[src/rtl/pdseq_pkg.sv]
package pdseq_pkg;
   typedef enum logic [1:0] {
      LOOP_UP   = 2'd0,
      LOOP_PEND = 2'd1,
      LOOP_DOWN = 2'd2
   } loop_state_e;
endpackage

[src/rtl/pdseq_mode_reg.sv]
module pdseq_mode_reg (
   input  logic clk,
   input  logic rst_n,
   input  logic load,
   input  logic mode_in,
   output logic mode_q
);
   // Mode stored for use by later requests; reset selects immediate entry.
   always_ff @(posedge clk or negedge rst_n) begin
      if (!rst_n)    mode_q <= 1'b0;
      else if (load) mode_q <= mode_in;
   end
endmodule

[src/rtl/pdseq_cp_cond.sv]
module pdseq_cp_cond #(
   parameter int NUM_LOOPS   = 2,
   parameter bit ACTIVE_LOW  = 1'b0,
   parameter int SYNC_STAGES = 0
) (
   input  logic                 clk,
   input  logic                 rst_n,
   input  logic [NUM_LOOPS-1:0] cp_raw,
   output logic [NUM_LOOPS-1:0] cp_busy
);
   logic [NUM_LOOPS-1:0] cp_norm;

   generate
      if (ACTIVE_LOW) begin : g_inv
         assign cp_norm = ~cp_raw;
      end else begin : g_pass
         assign cp_norm = cp_raw;
      end

      if (SYNC_STAGES == 0) begin : g_direct
         assign cp_busy = cp_norm;
      end else begin : g_sync
         logic [SYNC_STAGES-1:0][NUM_LOOPS-1:0] shreg;
         always_ff @(posedge clk or negedge rst_n) begin
            if (!rst_n) begin
               shreg <= '0;
            end else begin
               shreg[0] <= cp_norm;
               for (int s = 1; s < SYNC_STAGES; s++) shreg[s] <= shreg[s-1];
            end
         end
         assign cp_busy = shreg[SYNC_STAGES-1];
      end
   endgenerate
endmodule

[src/rtl/pdseq_loop_fsm.sv]
module pdseq_loop_fsm
   import pdseq_pkg::*;
(
   input  logic clk,
   input  logic rst_n,
   input  logic load,
   input  logic req_bit,
   input  logic sync_mode,
   input  logic cp_busy,
   output logic pd_en
);
   loop_state_e st, nxt;

   always_comb begin
      nxt = st;
      unique case (st)
         LOOP_UP: begin
            if (load && req_bit) nxt = sync_mode ? LOOP_PEND : LOOP_DOWN;
         end
         LOOP_PEND: begin
            if (load && !req_bit)         nxt = LOOP_UP;
            else if (load && !sync_mode)  nxt = LOOP_DOWN;
            else if (!cp_busy)            nxt = LOOP_DOWN;
         end
         LOOP_DOWN: begin
            if (load && !req_bit) nxt = LOOP_UP;
         end
         default: nxt = LOOP_UP;
      endcase
   end

   always_ff @(posedge clk or negedge rst_n) begin
      if (!rst_n) st <= LOOP_UP;
      else        st <= nxt;
   end

   assign pd_en = (st == LOOP_DOWN);
endmodule

[src/rtl/pdseq_top.sv]
module pdseq_top #(
   parameter int NUM_LOOPS      = 2,
   parameter bit CP_ACTIVE_LOW  = 1'b0,
   parameter int CP_SYNC_STAGES = 0
) (
   input  logic                 clk,
   input  logic                 rst_n,
   input  logic                 load,
   input  logic                 cfg_sync_mode,
   input  logic [NUM_LOOPS-1:0] cfg_pd,
   input  logic [NUM_LOOPS-1:0] cp_pulse,
   output logic [NUM_LOOPS-1:0] pd_en
);
   localparam int MAX_STAGES = 4;

   generate
      if (NUM_LOOPS < 1) begin : g_bad_loops
         $error("pdseq_top: NUM_LOOPS must be at least 1");
      end
      if (CP_SYNC_STAGES < 0 || CP_SYNC_STAGES > MAX_STAGES) begin : g_bad_stages
         $error("pdseq_top: CP_SYNC_STAGES out of range");
      end
   endgenerate

   logic                 mode_q;
   logic [NUM_LOOPS-1:0] cp_busy;

   pdseq_mode_reg u_mode (
      .clk     (clk),
      .rst_n   (rst_n),
      .load    (load),
      .mode_in (cfg_sync_mode),
      .mode_q  (mode_q)
   );

   pdseq_cp_cond #(
      .NUM_LOOPS   (NUM_LOOPS),
      .ACTIVE_LOW  (CP_ACTIVE_LOW),
      .SYNC_STAGES (CP_SYNC_STAGES)
   ) u_cp (
      .clk     (clk),
      .rst_n   (rst_n),
      .cp_raw  (cp_pulse),
      .cp_busy (cp_busy)
   );

   generate
      for (genvar i = 0; i < NUM_LOOPS; i++) begin : g_loop
         pdseq_loop_fsm u_fsm (
            .clk       (clk),
            .rst_n     (rst_n),
            .load      (load),
            .req_bit   (cfg_pd[i]),
            .sync_mode (mode_q),
            .cp_busy   (cp_busy[i]),
            .pd_en     (pd_en[i])
         );
      end
   endgenerate
endmodule

[config.mk]
export PLATFORM = sky130hd
export DESIGN_NAME = pdseq_top
export DESIGN_NICKNAME = d
export VERILOG_FILES = /design/src/rtl/pdseq_pkg.sv /design/src/rtl/pdseq_mode_reg.sv /design/src/rtl/pdseq_cp_cond.sv /design/src/rtl/pdseq_loop_fsm.sv /design/src/rtl/pdseq_top.sv
export SDC_FILE = /design/constraint.sdc
export NUM_CORES = 1
export LEC_CHECK = 0
export BUFFER_PORTS_ARGS = -buffer_cell sky130_fd_sc_hd__buf_2
export CORE_AREA = 5 5 42 44
export DETAILED_ROUTE_END_ITERATION = 8
export DIE_AREA = 0 0 47 49
export GPL_ROUTABILITY_DRIVEN = 0
export PLACE_DENSITY_LB_ADDON = 0.05
export SETUP_SLACK_MARGIN = 0.1
export SYNTH_ARGS = -nofsm -noshare
export SYNTH_HDL_FRONTEND = slang
export SYNTH_SLANG_ARGS = --single-unit
[constraint.sdc]
create_clock -name clk -period 2.1 [get_ports clk]
set_input_delay 0.42 -clock clk [delete_from_list [all_inputs] [get_ports clk]]
set_output_delay 0.42 -clock clk [all_outputs]
set_load 0.005 [all_outputs]
Word-level counts from Yosys, hierarchy flattened. Cells that the tools add are included.

Bits in registers: 5. Latch bits: 0. Memory bits (writable): 0. ROM bits: 0. Output and inout port bits: 2. Logic and storage cells: 38. Memories: 0.

$add $sub $neg: 0. Multipliers: 0. Div/mod/pow operators: 0. $lt $le $gt $ge: 0. Equal/unequal tests: 10. Shifts and indexed selects: 0. Multiplexer cells: 13. Bitwise gates (word level): 0. Reductions and logical operators: 12.

Operators by type and width (number): $mux 2 (11); $pmux 2 s3 (2); $reduce_and 3->1 (2); $logic_and 1x1->1 (5); $eq 2x1->1 const B (2); $eq 2x2->1 const B (2); $logic_not 2->1 (2); $ne 2x1->1 const B (2); $ne 2x2->1 const B (2); $ne 4x2->1 const B (1); $ne 4x3->1 const B (1); $logic_not 1->1 (3).

Logic depth before layout (Yosys ltp). Gate-level depths: netlist (run 1).

Depth in word-level cells: 5. Gate-level depth with buffers: 3. Gate-level depth less buffers: 3.

By module. From an unflattened synthesis (run 1), not the netlist that was laid out.

Cell total of the unflattened synthesis: 26. Area total of the unflattened synthesis: 305.3 sq um.

By module, submodules not included: pdseq_loop_fsm (instances 2, cells each 11, area each 125.1 sq um, seq. area each 50.0 sq um); pdseq_mode_reg (instances 1, cells each 2, area each 40.0 sq um, seq. area each 25.0 sq um); pdseq_cp_cond (instances 1, cells each 2, area each 15.0 sq um, seq. area each 0.0 sq um).

Worst setup path before layout (run 1). OpenSTA, ideal clock, no wires.

Path kind: reg2out. Start: register g_loop[0].u_fsm.st[1]. End: output port pd_en[0]. Arrival time: 0.662 ns. Slack: 1.018 ns. Cell stages (with the launch flop): 3. Path buffers: 1. Cells stage by stage: dfrtp_1 -> and2b_1 -> buf_4.

Word-level cells in the longest chain between the ends: 1.

RTL lines: start: declaration (RTL line pdseq_loop_fsm.sv:12) `loop_state_e st, nxt;`; start signal: assignment (RTL line pdseq_loop_fsm.sv:34) `else st <= nxt;`; $eq 2x2->1 (RTL line pdseq_loop_fsm.sv:37) `assign pd_en = (st == LOOP_DOWN);`; end: declaration (RTL line pdseq_top.sv:12) `output logic [NUM_LOOPS-1:0] pd_en`.

Every way passes these cells.

Worst setup path after layout (run 1).
Start: register g_loop[1].u_fsm.st[1]. End: output port pd_en[1].

Word-level cells in the longest chain between the ends: 1.

RTL lines (RTL line): start: declaration (pdseq_loop_fsm.sv:12); start signal: assignment (pdseq_loop_fsm.sv:34); $eq 2x2->1 (pdseq_loop_fsm.sv:37).

Every way passes these cells.

==> results of run 1 <==
[worst max-delay path by stage]
stage | to | startpoint | slack (ns) | cells after the start
4_1_cts | pd_en[0] | g_loop[0].u_fsm.st[0] | 0.74 | 2
3_3_place_gp | g_loop[1].u_fsm.st[0] | load | 1.00 | 4
3_5_place_dp | pd_en[1] | g_loop[1].u_fsm.st[1] | 1.00 | 2
2_1_floorplan | pd_en[0] | g_loop[0].u_fsm.st[1] | 1.02 | 2
6_report | pd_en[1] | g_loop[1].u_fsm.st[1] | 0.76 | 2
5_1_grt | pd_en[0] | g_loop[0].u_fsm.st[0] | 0.71 | 2
[metrics by stage]
stage / hold WS [ns] / cell area [sq um] / setup slack (ns) / instances
floorplan: 0.124 / 269 / 1.02 / 30
global placement: 0.238 / 319 / 1.00 / 53
detailed placement: 0.240 / 319 / 1.00 / 53
CTS: 0.412 / 355 / 0.744 / 58
global route: 0.423 / 355 / 0.707 / 58
finish: 0.417 / 355 / 0.760 / 58
[logic make-up after synthesis]
group | Yosys count
multiplexers | 1
AO/OA/AOI/OAI | 6
flip-flops | 5
buffers and inverters | 5
AND/OR/NAND/NOR | 13
[power by group]
part	internal (mW)	switching, mW
logic	0.0569	0.0405
registers	0.127	0.0296
clock network	0.0715	0.0347
total	0.255	0.105
[Yosys cell counts (all sizes together), types with 2 or more instances]
master  number
a21oi        2
and2b        2
buf          2
dfrtp        5
inv          3
nand2        2
nor2         4
nor2b        2
nor4         2
o21ai        2
o32ai        2
[critical path: cells and delay by family, from the launching register on]
kind / cells / cell delay, ns
buf+inv: 1 / 0.12
flops: 1 / 0.41
simple gates: 1 / 0.16
[sequential cells by signal (all words and copies together), names as in the netlist]
name / flops
g_loop.u_fsm.st: 4
u_mode.mode_q: 1
[area by class of cell]
type | count | area (sq um)
Multi-Input combinational cell | 20 | 118
Tap cell | 16 | 20.0
Timing Repair Buffer | 10 | 55.1
Inverter | 3 | 11.3
Clock buffer | 4 | 26.3
Sequential cell | 5 | 125
Fill cell | 171 | 1050
[metal layers]
| metal | share of wire (%) | vias to the layer above | GRT usage (%) |
|---|---|---|---|
| met3 | 7.5 | 0 | 2.21 |
| met1 | 39 | 105 | 5.76 |
| li1 | - | 123 | - |
| met2 | 53 | 5 | 7.92 |
| met5 | 0 | - | 0 |
| met4 | 0 | 0 | 4.15 |
[repair_timing]
action	4_1_cts	5_1_grt
hold buffers	1	0
gates resized for setup	0	0
hold endpoints to repair	5	0
==> reports/results.tsv, run 1 <==
metric	value	unit
commonest cells after routing, fill and taps aside	buf_2 (9), dfrtp_1 (5), nor2_1 (4)	
leading area contributor after synthesis	dfrtp_1	
kind of critical path	flop to output port	
syn_nets	38	
final setup vio count	0	
simple-gate share of the synthesized area	25.6	%
CP max stage cell	dfrtp_1	
post-synth top area share	46.5	%
Max clock buf depth	2	
TritonCTS clock tree	done	
top post-synthesis cells by area	dfrtp_1 (47%), o32ai_1 (6.5%), and2b_1 (5.6%)	
Mean Syn Cell Area	8.97	sq um
WHS Endpoint	u_mode.mode_q	
Starting Density	19.2	%
CP Capture Type	output port	
vias in the first global route	228	
number of synthesized flops with an enable pin	0	
post-synthesis cell count	30	
prevailing post-synth register cell	dfrtp_1	
Max Clock Freq	746	MHz
hold path cells	2	
Post-Route WL	523	um
first-pass GRT wire length	869	um
total gr overflow	0	
share of cells above drive strength 1	31.0	%
worst path cell trace	and2b_1 -> buf_2	
clk slew on worst S/H paths	0.04	ns
R2R Path End	g_loop[1].u_fsm.st[1]	
Post-Synthesis Cell Area	269	sq um
total of max-cap violations	0	
Top-Level Pins	10	
first-pass iteration count of the detailed router	1	
post-synth cell types	13	
dpl hpwl	474	um
wire per inst	9.02	um
Synth Register Bits	5	
Final Util	25.4	%
endpoints failing hold	0	
XOR/XNOR Fraction of Synth Area	0	%
worst skew pair latency	0.23	ns
Worst Hold Launch	cfg_sync_mode	
Sinks on Clock Net	5	
Tot Pwr	0.360	mW
Sum Neg Setup Slack	0	ns
slew of the pin with the lowest slew margin	0.268	ns
peak supply drop	0.251	mV
initial antenna violation count	0	
vias after detailed routing	233	
number of diodes	0	
hold crit path type	input port to flop	
Slew HR	82.1	%
core area	0.00140	sq mm
power per cell area	1010	mW/mm^2
DRC	0	
Die Area	0.00230	sq mm
unrepaired setup endpoints after global routing	false	
Reg-to-Reg Start	u_mode.mode_q	
clk_skew	0.000918	ns
warnings from Yosys	0	
leakage power	0.175	nW
Synth Area in Compound Gates	14.0	%
Post-synth ARST share	100	%
post-CTS repair timing setup buffer count	0	
Worst EP required	1.68	ns
status	complete, no violations	
# rows	14	
CTS Buf Count	3	
Seq/Total Area, Yosys	46.5	%
Synth Area in Adders	0	%
commonest non-fill, non-tap cell in the layout	buf_2	
Critical Path Source Type	flop	
die width	47	um
PortBufs	9	
GRT Total Usage	5.37	%
largest net degree at the start of global routing	6	
fin. max-slew vios	0	
R2R Setup Slk	1.16	ns
fin crit period	1.34	ns
largest family of logic cells by synthesized area	simple AND/OR/NAND/NOR gates	
Critical Path AT	0.92	ns
final antenna-violating net count	0	
final cycle utilization of the critical path	63.8	%
Area growth syn-to-layout	32.1	%
CP max FO	5	
CP max stage delay	0.41	ns
root buffer cell	clkbuf_4	
nets	51	
mux cell area share after synthesis	4.19	%
detail-routed via count per cell	4.02	
H-tree Lvls	1	
R2R depth	2	
Die H	49	um
1st-iter DRT viols	0	
(Power assumes the default switching activity.)
==> run 2, diff against run 1 <==
--- a/config.mk
+++ b/config.mk
@@ -5,6 +5,7 @@
 export SDC_FILE = /design/constraint.sdc
 export NUM_CORES = 1
 export LEC_CHECK = 0
+export ABC_AREA = 1
 export BUFFER_PORTS_ARGS = -buffer_cell sky130_fd_sc_hd__buf_2
 export CORE_AREA = 5 5 42 44
 export DETAILED_ROUTE_END_ITERATION = 8
==> constraint.sdc (replaced) <==
create_clock -name clk -period 1.3 [get_ports clk]
set_input_delay 0.26 -clock clk [delete_from_list [all_inputs] [get_ports clk]]
set_output_delay 0.26 -clock clk [all_outputs]
set_load 0.005 [all_outputs]
==> run 2 against run 1 <==
Effect of this change: via count grew 56%; clock-buffer cell count stayed put; sequential share of layout area is 8.3 points lower; die area unchanged; largest power group is now combinational logic; clock skew shrank 0.00081 ns; cell count rose by 53%; utilization grew 7.9 points; combinational power rose to 4.3 times the previous value.
==> reports/results.tsv, run 2 <==
metric	value	unit
Mean Syn Cell Area	6.26	sq um
initial antenna violation count	0	
slew of the pin with the lowest slew margin	0.214	ns
post-synth top area share	33.3	%
Starting Density	26.8	%
number of diodes	0	
share of cells above drive strength 1	24.7	%
root buffer cell	clkbuf_4	
die width	47	um
1st-iter DRT viols	3	
H-tree Lvls	1	
Biggest register	g_loop.u_fsm.st	
largest net degree at the start of global routing	10	
total of max-cap violations	0	
Slew HR	85.7	%
unrepaired setup endpoints after global routing	true	
Final Util	33.2	%
leakage power	0.268	nW
CTS Buf Count	3	
wire per inst	8.27	um
status	complete, no violations	
power per cell area	1870	mW/mm^2
final antenna-violating net count	0	
hold crit path type	input port to flop	
PortBufs	9	
post-synth cell types	11	
dpl hpwl	632	um
Post-Route WL	736	um
Post-Synthesis Cell Area	375	sq um
Max clock buf depth	2	
Top-Level Pins	10	
Die Area	0.00230	sq mm
Max Clock Freq	871	MHz
worst path cell trace	inv_2 -> nor2_4 -> buf_2	
# rows	14	
vias in the first global route	309	
Area growth syn-to-layout	24.0	%
Sinks on Clock Net	5	
final cycle utilization of the critical path	88.4	%
Post-synth ARST share	100	%
detail-routed via count per cell	4.08	
CP max stage cell	dfrtp_1	
warnings from Yosys	0	
top post-synthesis cells by area	dfrtp_1 (33%), nand2_1 (25%), inv_1 (10%)	
commonest cells after routing, fill and taps aside	nand2_1 (25), buf_2 (9), nor2_1 (8), inv_1 (8), dfrtp_1 (5)	
post-synthesis cell count	60	
number of synthesized flops with an enable pin	0	
Min Hold Slack	0.226	ns
vias after detailed routing	363	
first-pass GRT wire length	1260	um
syn_nets	68	
clk slew on worst S/H paths	0.04	ns
CP Capture Type	output port	
leading area contributor after synthesis	dfrtp_1	
synth cell count leaders	nand2_1 (25), inv_1 (10), nor2_1 (8)	
Die H	49	um
CP max FO	3	
max reg flops	4	
Sum Neg Setup Slack	0	ns
leading registers by flop count	g_loop.u_fsm.st (4), u_mode.mode_q (1)	
final setup vio count	0	
GRT Total Usage	7.93	%
kind of critical path	flop to output port	
worst skew pair latency	0.24	ns
endpoints failing hold	0	
commonest non-fill, non-tap cell in the layout	nand2_1	
total gr overflow	0	
Critical Path Source Type	flop	
DRC	0	
hold path cells	3	
CP max stage delay	0.37	ns
core area	0.00140	sq mm
most instantiated library cell after synthesis	nand2_1	
fin crit period	1.15	ns
peak supply drop	0.496	mV
Synth Register Bits	5	
first-pass iteration count of the detailed router	3	
clk_skew	0.000109	ns
Worst EP required	1.04	ns
R2R depth	7	
Critical Path AT	0.89	ns
prevailing post-synth register cell	dfrtp_1	
nets	82	
Seq/Total Area, Yosys	33.3	%
fin. max-slew vios	0	
TritonCTS clock tree	done	
-- run 2: cell type report --
class / count / area, sq um
inverter: 10 / 37.5
tap: 16 / 20.0
sequential: 5 / 125
timing repair buffer: 12 / 70.1
multi-input combinational: 42 / 186
fill: 159 / 936
clock buffer: 4 / 26.3
-- run 2: cells by family (layout without fill, tap and decap cells) --
group | Yosys count | count (layout) | share of synthesized area, %
compound gates | 5 | 5 | 8.00
simple gates | 37 | 37 | 41.7
buf+inv | 13 | 26 | 17.0
flops | 5 | 5 | 33.3
-- run 2: repair_timing --
item,4_1_cts,5_1_grt
hold endpoints to repair,5,0
hold buffers,1,0
resized for setup,0,2
endpoints found under the setup margin,0,2
buffers inserted,0,2
-- run 2: final timing paths --
| kind | from | endpoint | slack [ns] |
|---|---|---|---|
| max in group asynchronous | rst_n | g_loop[0].u_fsm.st[1] | 0.81 |
| hold reg to reg | u_mode.mode_q | g_loop[0].u_fsm.st[0] | 0.56 |
| setup / recovery | g_loop[1].u_fsm.st[1] | pd_en[1] | 0.15 |
| min in group asynchronous | rst_n | g_loop[1].u_fsm.st[0] | 0.36 |
| setup reg to reg | g_loop[1].u_fsm.st[1] | g_loop[1].u_fsm.st[1] | 0.26 |
| hold / removal | cfg_sync_mode | u_mode.mode_q | 0.23 |
-- run 2: per-layer routing --
metal | up-vias | part of all wire, % | GRT usage (%)
li1 | 201 | - | -
met1 | 148 | 51 | 10.7
met2 | 11 | 39 | 9.73
met3 | 3 | 6.8 | 3.32
met4 | 0 | 3.3 | 5.53
met5 | - | 0 | 0
-- run 2: per-stage QoR --
stage	worst slack, ns	cell area, sq um	power, mW	std cells
floorplan	0.366	375	0.585	60
global placement	0.241	414	0.647	82
detailed placement	0.275	414	0.639	82
CTS	0.123	450	0.825	87
global route	0.0996	465	0.963	89
finish	0.151	465	0.871	89
-- run 2: power breakdown --
group | leakage (nW) | switching [mW] | internal [mW]
Clock | 0.0150 | 0.0644 | 0.116
Combinational | 0.189 | 0.228 | 0.192
Sequential | 0.0638 | 0.0590 | 0.212
Total | 0.268 | 0.352 | 0.520
-- run 2: critical path, delay by kind of cell, from the launching register on --
kind / cells / cell delay [ns]
AND/OR/NAND/NOR: 1 / 0.10
flip-flops: 1 / 0.37
buffers and inverters: 2 / 0.17
==> run 3, diff against run 2 <==
--- a/config.mk
+++ b/config.mk
@@ -7,9 +7,11 @@
 export LEC_CHECK = 0
 export ABC_AREA = 1
 export BUFFER_PORTS_ARGS = -buffer_cell sky130_fd_sc_hd__buf_2
-export CORE_AREA = 5 5 42 44
+export CELL_PAD_IN_SITES_DETAIL_PLACEMENT = 2
+export CELL_PAD_IN_SITES_GLOBAL_PLACEMENT = 2
+export CORE_MARGIN = 5
+export CORE_UTILIZATION = 24
 export DETAILED_ROUTE_END_ITERATION = 8
-export DIE_AREA = 0 0 47 49
 export GPL_ROUTABILITY_DRIVEN = 0
 export PLACE_DENSITY_LB_ADDON = 0.05
 export SETUP_SLACK_MARGIN = 0.1
==> run 3 against run 2 <==
Effect of this change: clock skew about the same; utilization decreased by 2.5 points; wire length increased by 23%; non-clock buffer count decreased by 1; global-route usage increased by 0.22 points; maximum frequency decreased by 0.85%; cell count decreased by 1.1%; critical path depth unchanged; die area increased by 6.6%; worst hold slack improved by 0.00098 ns; power decreased by 1.8%; critical path type unchanged; critical endpoint unchanged; largest cell class unchanged; highest routed layer unchanged.
==> reports/results.tsv, run 3 (synthesized netlist as in run 2, its figures left out) <==
metric	value	unit
wire per inst	10.3	um
dpl hpwl	776	um
power per cell area	1870	mW/mm^2
Sum Neg Setup Slack	0	ns
CP max FO	3	
Seq pwr share	32.1	%
leading registers by flop count	g_loop.u_fsm.st (4), u_mode.mode_q (1)	
Switching Share	41.7	%
hold path cells	3	
final antenna-violating net count	0	
die width	49.5	um
# rows	14	
Worst EP required	1.04	ns
peak supply drop	0.468	mV
Starting Density	25.2	%
commonest cells after routing, fill and taps aside	nand2_1 (25), buf_2 (9), nor2_1 (8), inv_1 (8), dfrtp_1 (5)	
Final Util	30.8	%
clk_skew	0.000103	ns
H-tree Lvls	1	
Biggest register	g_loop.u_fsm.st	
Tot Pwr	0.856	mW
Clock Power Share	21.3	%
initial antenna violation count	0	
R2R Setup Slk	0.26	ns
Critical Path Source Type	flop	
GRT Total Usage	8.14	%
WHS Endpoint	u_mode.mode_q	
Max Clock Freq	863	MHz
Max clock buf depth	2	
CTS Buf Count	3	
Area growth syn-to-layout	22.0	%
status	complete, no violations	
Worst Hold Launch	cfg_sync_mode	
Power Internal	0.499	mW
R2R depth	6	
fin crit period	1.16	ns
max reg flops	4	
Top-Level Pins	10	
leakage power	0.264	nW
clk slew on worst S/H paths	0.04	ns
core area	0.00149	sq mm
endpoints failing hold	0	
CP Capture Type	output port	
share of cells above drive strength 1	23.6	%
1st-iter DRT viols	1	
DRC	0	
kind of critical path	flop to output port	
first-pass iteration count of the detailed router	2	
commonest non-fill, non-tap cell in the layout	nand2_1	
PortBufs	9	
root buffer cell	clkbuf_4	
Comb pwr share	46.7	%
first-pass GRT wire length	1480	um
Sinks on Clock Net	5	
Die H	49.5	um
slew of the pin with the lowest slew margin	0.197	ns
NetSw	0.357	mW
Reg-to-Reg Start	g_loop[0].u_fsm.st[0]	
dpl cells	82	
fin. max-slew vios	0	
number of diodes	0	
final setup vio count	0	
hold crit path type	input port to flop	
nets	81	
unrepaired setup endpoints after global routing	true	
TritonCTS clock tree	done	
largest net degree at the start of global routing	10	
final cycle utilization of the critical path	89.1	%
final non-filler cell total	88	
Min Hold Slack	0.227	ns
R2R Path End	g_loop[0].u_fsm.st[1]	
Slew HR	86.8	%
vias after detailed routing	370	
total of max-cap violations	0	
vias in the first global route	341	
fillers	198	
detail-routed via count per cell	4.20	
worst skew pair latency	0.24	ns
total gr overflow	0	
Critical Path AT	0.90	ns
Die Area	0.00245	sq mm
Post-Route WL	907	um
## run 3: cell count changes in the layout (fill, tap and decap cells not counted), sizes merged
cell	delta
buf	-1
## run 3: per-layer routing
layer / up-vias / part of all wire, % / global-route usage, %
met5: - / 0 / 0
met4: 0 / 1.2 / 2.62
met3: 2 / 8.5 / 6.93
met2: 11 / 38 / 8.69
met1: 159 / 52 / 11.4
li1: 198 / - / -
## run 3: power groups by stage
stage	Sequential, mW	Combinational [mW]	Clock [mW]
2_1_floorplan	0.260	0.325	0
3_3_place_gp	0.270	0.383	0
3_5_place_dp	0.272	0.385	0
4_1_cts	0.269	0.389	0.193
5_1_grt	0.282	0.468	0.211
6_report	0.274	0.400	0.182
## run 3: layout make-up
type	instances	area (sq um)	share of cell area, %
Sequential cell	5	125	27.3
Timing Repair Buffer	11	62.6	13.7
Multi-Input combinational cell	42	186	40.7
Clock buffer	4	26.3	5.74
Tap cell	16	20.0	4.37
Inverter	10	37.5	8.20
## run 3: worst max-delay path by stage
| stage | slack [ns] | startpoint | end |
|---|---|---|---|
| after floorplan | 0.37 | g_loop[0].u_fsm.st[0] | g_loop[0].u_fsm.st[1] |
| after global placement | 0.24 | g_loop[0].u_fsm.st[0] | g_loop[0].u_fsm.st[1] |
| after detailed placement | 0.24 | g_loop[0].u_fsm.st[0] | g_loop[0].u_fsm.st[1] |
| after CTS | 0.11 | g_loop[1].u_fsm.st[1] | pd_en[1] |
| after global routing | 0.08 | g_loop[1].u_fsm.st[1] | pd_en[1] |
| final | 0.14 | g_loop[1].u_fsm.st[1] | pd_en[1] |
## run 3: per-stage QoR
| step | setup WS, ns | cell area (sq um) |
|---|---|---|
| 6_report | 0.141 | 458 |
| 3_5_place_dp | 0.239 | 414 |
| 4_1_cts | 0.109 | 450 |
| 2_1_floorplan | 0.366 | 375 |
| 3_3_place_gp | 0.239 | 414 |
| 5_1_grt | 0.0757 | 458 |
## run 3: timing repair
action                                 4_1_cts  5_1_grt
gates resized for setup                      0        2
setup endpoints to repair                    0        2
buffers inserted                             0        1
hold buffers                                 1        0
endpoints found under the hold margin        5        0
## run 3: critical path, stage by stage (launching register included)
cell     delay [ns]
dfrtp_1        0.38
inv_2          0.06
nor2_4         0.10
buf_2          0.11
